File: src/rtl/alu8_pkg.sv
package alu8_pkg;

    localparam int unsigned SEL_W = 4;

    typedef logic [SEL_W-1:0] fsel_t;

    // Select codes whose meaning other logic depends on
    localparam fsel_t SEL_NOT_A   = 4'b0000;
    localparam fsel_t SEL_SUB_DEC = 4'b0110;
    localparam fsel_t SEL_ADD     = 4'b1001;
    localparam fsel_t SEL_OR      = 4'b1110;

    // Per-slice status handed to the merge stage
    typedef struct packed {
        logic carry_n;   // carry out of the slice, active low
        logic prop_n;    // group propagate, active low
        logic gen_n;     // group generate, active low
        logic all_ones;  // every result bit of the slice is 1
    } slice_flags_t;

endpackage

File: src/rtl/alu8_bit_term.sv
module alu8_bit_term
    import alu8_pkg::*;
(
    input  logic  opa_bit,
    input  logic  opb_bit,
    input  fsel_t fsel,
    output logic  gen_bit,
    output logic  prop_bit,
    output logic  half_bit
);

    // The two upper select bits choose which operand minterms generate.
    // The two lower select bits choose which B polarity is ORed into propagate.
    assign gen_bit  = (opa_bit & opb_bit & fsel[3]) | (opa_bit & ~opb_bit & fsel[2]);
    assign prop_bit = opa_bit | (opb_bit & fsel[0]) | (~opb_bit & fsel[1]);

    // The XOR of the two terms is the carry-free sum, and its inverse is the logic result
    assign half_bit = gen_bit ^ prop_bit;

endmodule

File: src/rtl/alu8_slice.sv
module alu8_slice
    import alu8_pkg::*;
#(
    parameter int unsigned SLICE_W = 4
) (
    input  logic [SLICE_W-1:0] opa,
    input  logic [SLICE_W-1:0] opb,
    input  fsel_t              fsel,
    input  logic               logic_mode,
    input  logic               carry_in_n,
    output logic [SLICE_W-1:0] res,
    output slice_flags_t       flags
);

    logic [SLICE_W-1:0] gen_v;
    logic [SLICE_W-1:0] prop_v;
    logic [SLICE_W-1:0] half_v;

    generate
        for (genvar i = 0; i < SLICE_W; i++) begin : g_bit
            alu8_bit_term u_term (
                .opa_bit  (opa[i]),
                .opb_bit  (opb[i]),
                .fsel     (fsel),
                .gen_bit  (gen_v[i]),
                .prop_bit (prop_v[i]),
                .half_bit (half_v[i])
            );
        end
    endgenerate

    // Ripple carry inside the slice, computed as a running variable
    always_comb begin
        logic carry;
        carry = ~carry_in_n;
        for (int i = 0; i < SLICE_W; i++) begin
            res[i] = logic_mode ? ~half_v[i] : (half_v[i] ^ carry);
            carry  = gen_v[i] | (prop_v[i] & carry);
        end
        flags.carry_n = ~carry;
    end

    // Group lookahead terms, independent of the carry input
    always_comb begin
        logic gacc;
        gacc = 1'b0;
        for (int i = 0; i < SLICE_W; i++) begin
            gacc = gen_v[i] | (prop_v[i] & gacc);
        end
        flags.gen_n    = ~gacc;
        flags.prop_n   = ~(&prop_v);
        flags.all_ones = &res;
    end

endmodule

File: src/rtl/alu8_flag_merge.sv
module alu8_flag_merge
    import alu8_pkg::*;
#(
    parameter int unsigned N_SLICES = 2
) (
    input  slice_flags_t flags [N_SLICES],
    output logic         prop_n,
    output logic         gen_n,
    output logic         all_ones
);

    // Lookahead combine from the low slice upward
    always_comb begin
        logic gacc;
        logic pacc;
        logic eacc;
        gacc = 1'b0;
        pacc = 1'b1;
        eacc = 1'b1;
        for (int i = 0; i < N_SLICES; i++) begin
            gacc = ~flags[i].gen_n | (~flags[i].prop_n & gacc);
            pacc = pacc & ~flags[i].prop_n;
            eacc = eacc & flags[i].all_ones;
        end
        gen_n    = ~gacc;
        prop_n   = ~pacc;
        all_ones = eacc;
    end

endmodule

File: src/rtl/alu8_cascade.sv
module alu8_cascade
    import alu8_pkg::*;
#(
    parameter int unsigned SLICE_W  = 4,
    parameter int unsigned N_SLICES = 2
) (
    input  logic                          clk,
    input  logic                          rst,
    input  logic [SLICE_W*N_SLICES-1:0]   opa,
    input  logic [SLICE_W*N_SLICES-1:0]   opb,
    input  logic [3:0]                    fsel,
    input  logic                          logic_mode,
    input  logic                          carry_in_n,
    output logic [SLICE_W*N_SLICES-1:0]   res,
    output logic                          carry_out_n,
    output logic                          prop_n,
    output logic                          gen_n,
    output logic                          match
);

    localparam int unsigned DATA_W = SLICE_W * N_SLICES;

    logic [DATA_W-1:0] res_comb;
    logic              link_n [N_SLICES+1];
    slice_flags_t      slice_flags [N_SLICES];
    logic              prop_comb;
    logic              gen_comb;
    logic              ones_comb;

    assign link_n[0] = carry_in_n;

    // Slices in a chain; the link between them is a plain wire
    generate
        for (genvar s = 0; s < N_SLICES; s++) begin : g_slice
            alu8_slice #(
                .SLICE_W (SLICE_W)
            ) u_slice (
                .opa        (opa[s*SLICE_W +: SLICE_W]),
                .opb        (opb[s*SLICE_W +: SLICE_W]),
                .fsel       (fsel),
                .logic_mode (logic_mode),
                .carry_in_n (link_n[s]),
                .res        (res_comb[s*SLICE_W +: SLICE_W]),
                .flags      (slice_flags[s])
            );
            assign link_n[s+1] = slice_flags[s].carry_n;
        end
    endgenerate

    alu8_flag_merge #(
        .N_SLICES (N_SLICES)
    ) u_merge (
        .flags    (slice_flags),
        .prop_n   (prop_comb),
        .gen_n    (gen_comb),
        .all_ones (ones_comb)
    );

    // One output register for all results
    always_ff @(posedge clk) begin
        if (rst) begin
            res         <= '0;
            carry_out_n <= 1'b0;
            prop_n      <= 1'b0;
            gen_n       <= 1'b0;
            match       <= 1'b0;
        end else begin
            res         <= res_comb;
            carry_out_n <= link_n[N_SLICES];
            prop_n      <= prop_comb;
            gen_n       <= gen_comb;
            match       <= ones_comb;
        end
    end

endmodule

File: config.mk
export PLATFORM = sky130hd
export DESIGN_NAME = alu8_cascade
export DESIGN_NICKNAME = d
export VERILOG_FILES = /design/src/rtl/alu8_pkg.sv /design/src/rtl/alu8_bit_term.sv /design/src/rtl/alu8_slice.sv /design/src/rtl/alu8_flag_merge.sv /design/src/rtl/alu8_cascade.sv
export SDC_FILE = /design/constraint.sdc
export NUM_CORES = 1
export LEC_CHECK = 0
export ABC_CLOCK_PERIOD_IN_PS = 6090
export BUFFER_PORTS_ARGS = -buffer_cell sky130_fd_sc_hd__buf_4
export CAP_MARGIN = 10
export CORE_MARGIN = 2
export CORE_UTILIZATION = 57
export CTS_BUF_LIST = sky130_fd_sc_hd__clkbuf_2 sky130_fd_sc_hd__clkbuf_4 sky130_fd_sc_hd__clkbuf_8
export DETAILED_ROUTE_END_ITERATION = 10
export GPL_ROUTABILITY_DRIVEN = 0
export PLACE_DENSITY_LB_ADDON = 0.05
export REMOVE_ABC_BUFFERS = 1
export SLEW_MARGIN = 15
export SYNTH_ARGS = -nofsm -noshare
export SYNTH_HDL_FRONTEND = slang
export SYNTH_SLANG_ARGS = --single-unit
File: constraint.sdc
create_clock -name clk -period 6.09 [get_ports clk]
set_clock_uncertainty 0.1 [all_clocks]
set_input_delay 0.9135 -clock clk [delete_from_list [all_inputs] [get_ports clk]]
set_output_delay 0.9135 -clock clk [all_outputs]
set_load 0.03 [all_outputs]
==> flow_metrics.env <==
export IMPL_p_per_area_nw_per_um2=188
export IMPL_antenna_found_initial=0
export IMPL_drtIter0Drc=39
export IMPL_synth_area_leaders="dfxtp_1 (21%), nor2_1 (5.5%), nor2b_1 (5.4%)"
export IMPL_rsz0062_at_grt="no"
export IMPL_area_growth_syn_to_layout_pct=26.8
export IMPL_synth_cell_types=50
export IMPL_required_ps=6170
export IMPL_cpMaxStageDelayCell="a211oi_1"
export IMPL_first_global_vias=1051
export IMPL_place_hpwl_mm=2.20
export IMPL_core_area_um2=1940
export IMPL_yosys_area_share_adder_pct=0
export IMPL_wire_per_inst_um=13.0
export IMPL_worstPathCellList="buf_4 -> nor2b_1 -> a211oi_1 -> nor2_1 -> o2111a_2 -> a2111oi_4 -> xor2_1 -> nor4_2"
export IMPL_hold_violations=0
export IMPL_final_layout_size_suffix_gt1_share_pct=32.2
export IMPL_finalCritPeriodShare_pct=43.1
export IMPL_finalCriticalPeriod_ps=2620
export IMPL_final_cell_count_no_fill=207
export IMPL_finalNetCount=205
export IMPL_maxCapViolations=0
export IMPL_post_cts_buffers=0
export IMPL_synthArstFlopShare_pct=0
export IMPL_cts_buffer_depth=2
export IMPL_cts_root_buffer_cell="clkbuf_4"
export IMPL_routed_via_density=5.82
export IMPL_drc=0
export IMPL_hold_path_class="input port to flip-flop"
export IMPL_postRouteWirelength_mm=2.68
export IMPL_yosysSeqAreaShare_pct=20.8
export IMPL_critPathKind="input port to flip-flop"
export IMPL_start_util_pct=59.4
export IMPL_synth_main_ff_cell="dfxtp_1"
export IMPL_synthCells=145
export IMPL_synth_top_cell_area_share_pct=20.8
export IMPL_die_area_um2=2400
export IMPL_synth_area_leader_cell="dfxtp_1"
export IMPL_critPathMaxStageDelay_ps=370
export IMPL_slew_headroom_pct=64.2
export IMPL_chipWidth_um=49.0
export IMPL_tightest_slew_ps=534
export IMPL_dp_cells=203
export IMPL_cts_clk_slew_worst_paths_ps=70
export IMPL_htree_levels=1
export IMPL_vias=1204
export IMPL_port_buffers=35
export IMPL_n_antenna_cell=0
export IMPL_cts_resized=0
export IMPL_max_clock_freq_ghz=0.381
export IMPL_setup_violations=0
export IMPL_worstPathMaxFanout=9
export IMPL_synth_area_per_cell_um2=7.96
export IMPL_grt_pass1_wl_mm=4.33
export IMPL_synth_simple_area_share_pct=26.1
export IMPL_cts_made_buffers=3
export IMPL_muxShareOfSynthArea_pct=8.79
export IMPL_synth_edf_count=0
export IMPL_gr_total_overflow=0
export IMPL_drtAntennaViolNets=0
export IMPL_clock_sinks=12
export IMPL_io_pins=36
export IMPL_cts_hold_buf=0
export IMPL_vdd_drop_max_v=0.000115
export IMPL_outcome="finished clean"
export IMPL_final_setup_tns_ps=0
export IMPL_cp_data_arrival_time_ps=2700
export IMPL_netlist_area_um2=1150
export IMPL_drt_pass1_iterations=5
export IMPL_grt_usage_pct=22.8
export IMPL_synth_top_family_by_area="compound AO/OA/AOI/OAI gates"
export IMPL_yosysWarnings=0
export IMPL_grt_max_degree=15
export IMPL_final_max_slew_viol_count=0
export IMPL_synth_compound_area_share_pct=34.3
export IMPL_end_kind="flip-flop"
export IMPL_synth_xor_area_share_pct=5.31
export IMPL_cts_tree="yes"
export IMPL_start_kind="input port"
export IMPL_num_rows=16
export IMPL_die_h_um=49.0
export IMPL_leakagePower_uw=0.000626
export IMPL_synth_seq_cells=12
==> worst paths after layout <==
kind	startpoint	endpoint	slack (ps)	depth (start not counted)
hold / removal	rst	res[1]	800	2
setup / recovery	fsel[1]	match	3470	8
==> stage by stage <==
stage / power, uW / hold WS [ps] / cell area, um^2 / util, % / setup WS (ps)
finish: 275 / 803 / 1460 / 75.3 / 3470
floorplan: 170 / 883 / 1130 / - / 3450
global placement: 212 / 1070 / 1430 / 73.5 / 3270
CTS: 275 / 801 / 1460 / 75.3 / 3470
detailed placement: 216 / 1080 / 1430 / 73.5 / 3180
global route: 290 / 811 / 1460 / 75.3 / 3320
==> sequential cells by signal, summed over array words and instances (netlist names) <==
name,cells
carry_out_n,1
match,1
gen_n,1
prop_n,1
res,8
==> final cells by class <==
cell class	count	area, um^2
Inverter	8	30.0
Timing Repair Buffer	35	263
Tap cell	27	33.8
Sequential cell	12	240
Multi-Input combinational cell	121	860
Fill cell	153	479
Clock buffer	4	36.3
==> cells by family after synthesis <==
logic type	after synthesis
simple gates	60
compound gates	47
flops	12
buf+inv	12
xor+xnor	7
mux	7
==> Yosys cell counts, types with 2 or more instances <==
library cell / number
nor2_1: 17
nand2_1: 16
dfxtp_1: 12
nor2b_1: 10
a211oi_1: 7
inv_1: 7
a21oi_1: 6
o21ai_0: 6
xnor2_1: 4
a211o_1: 3
mux2i_1: 3
nand3_1: 3
nor3_1: 3
o211ai_1: 3
xor2_1: 3
a211oi_2: 2
a31oi_1: 2
mux4_2: 2
nand2b_1: 2
nand4_1: 2
nor4_2: 2
o21ai_1: 2
==> report_power, final <==
part | internal [uW] | switching, uW | total, uW
sequential | 86.6 | 2.00 | 88.6
clock | 36.2 | 23.5 | 59.7
combinational | 53.3 | 73.0 | 126
total | 176 | 98.5 | 275
==> critical path: cells and delay by family <==
family / cells / cell delay, ps
AOI/OAI and AO/OA: 3 / 930
and+or+nand+nor: 3 / 580
buffers and inverters: 1 / 140
xor gates and xnor gates: 1 / 140
==> metal layers <==
| layer | part of all wire [%] | wire (um) | GRT usage (%) | vias to the layer above |
|---|---|---|---|---|
| li1 | - | - | - | 603 |
| met1 | 43 | 1160 | 29.0 | 545 |
| met4 | 1.2 | 31 | 6.67 | 0 |
| met3 | 6.5 | 173 | 2.76 | 4 |
| met5 | 0 | 0 | 0 | - |
| met2 | 49 | 1320 | 40.2 | 52 |
==> placed cells by master (no fill, tap or decap), drive strengths merged, types with 2 or more instances in the layout <==
cell	Yosys	routed
mux2i	3	3
inv	8	8
o211ai	3	3
nor2b	10	10
dfxtp	12	12
and2	2	2
o21ai	9	9
a211oi	9	9
a21oi	8	8
nor4	3	3
nor2	18	18
nand4	2	2
nand3	3	3
mux4	2	2
nor3	3	3
xnor2	4	4
nand2	16	16
mux2	2	2
a31oi	2	2
a211o	3	3
xor2	3	3
nand2b	2	2
clkbuf	1	4
buf	3	35
(Power assumes the default switching activity.)
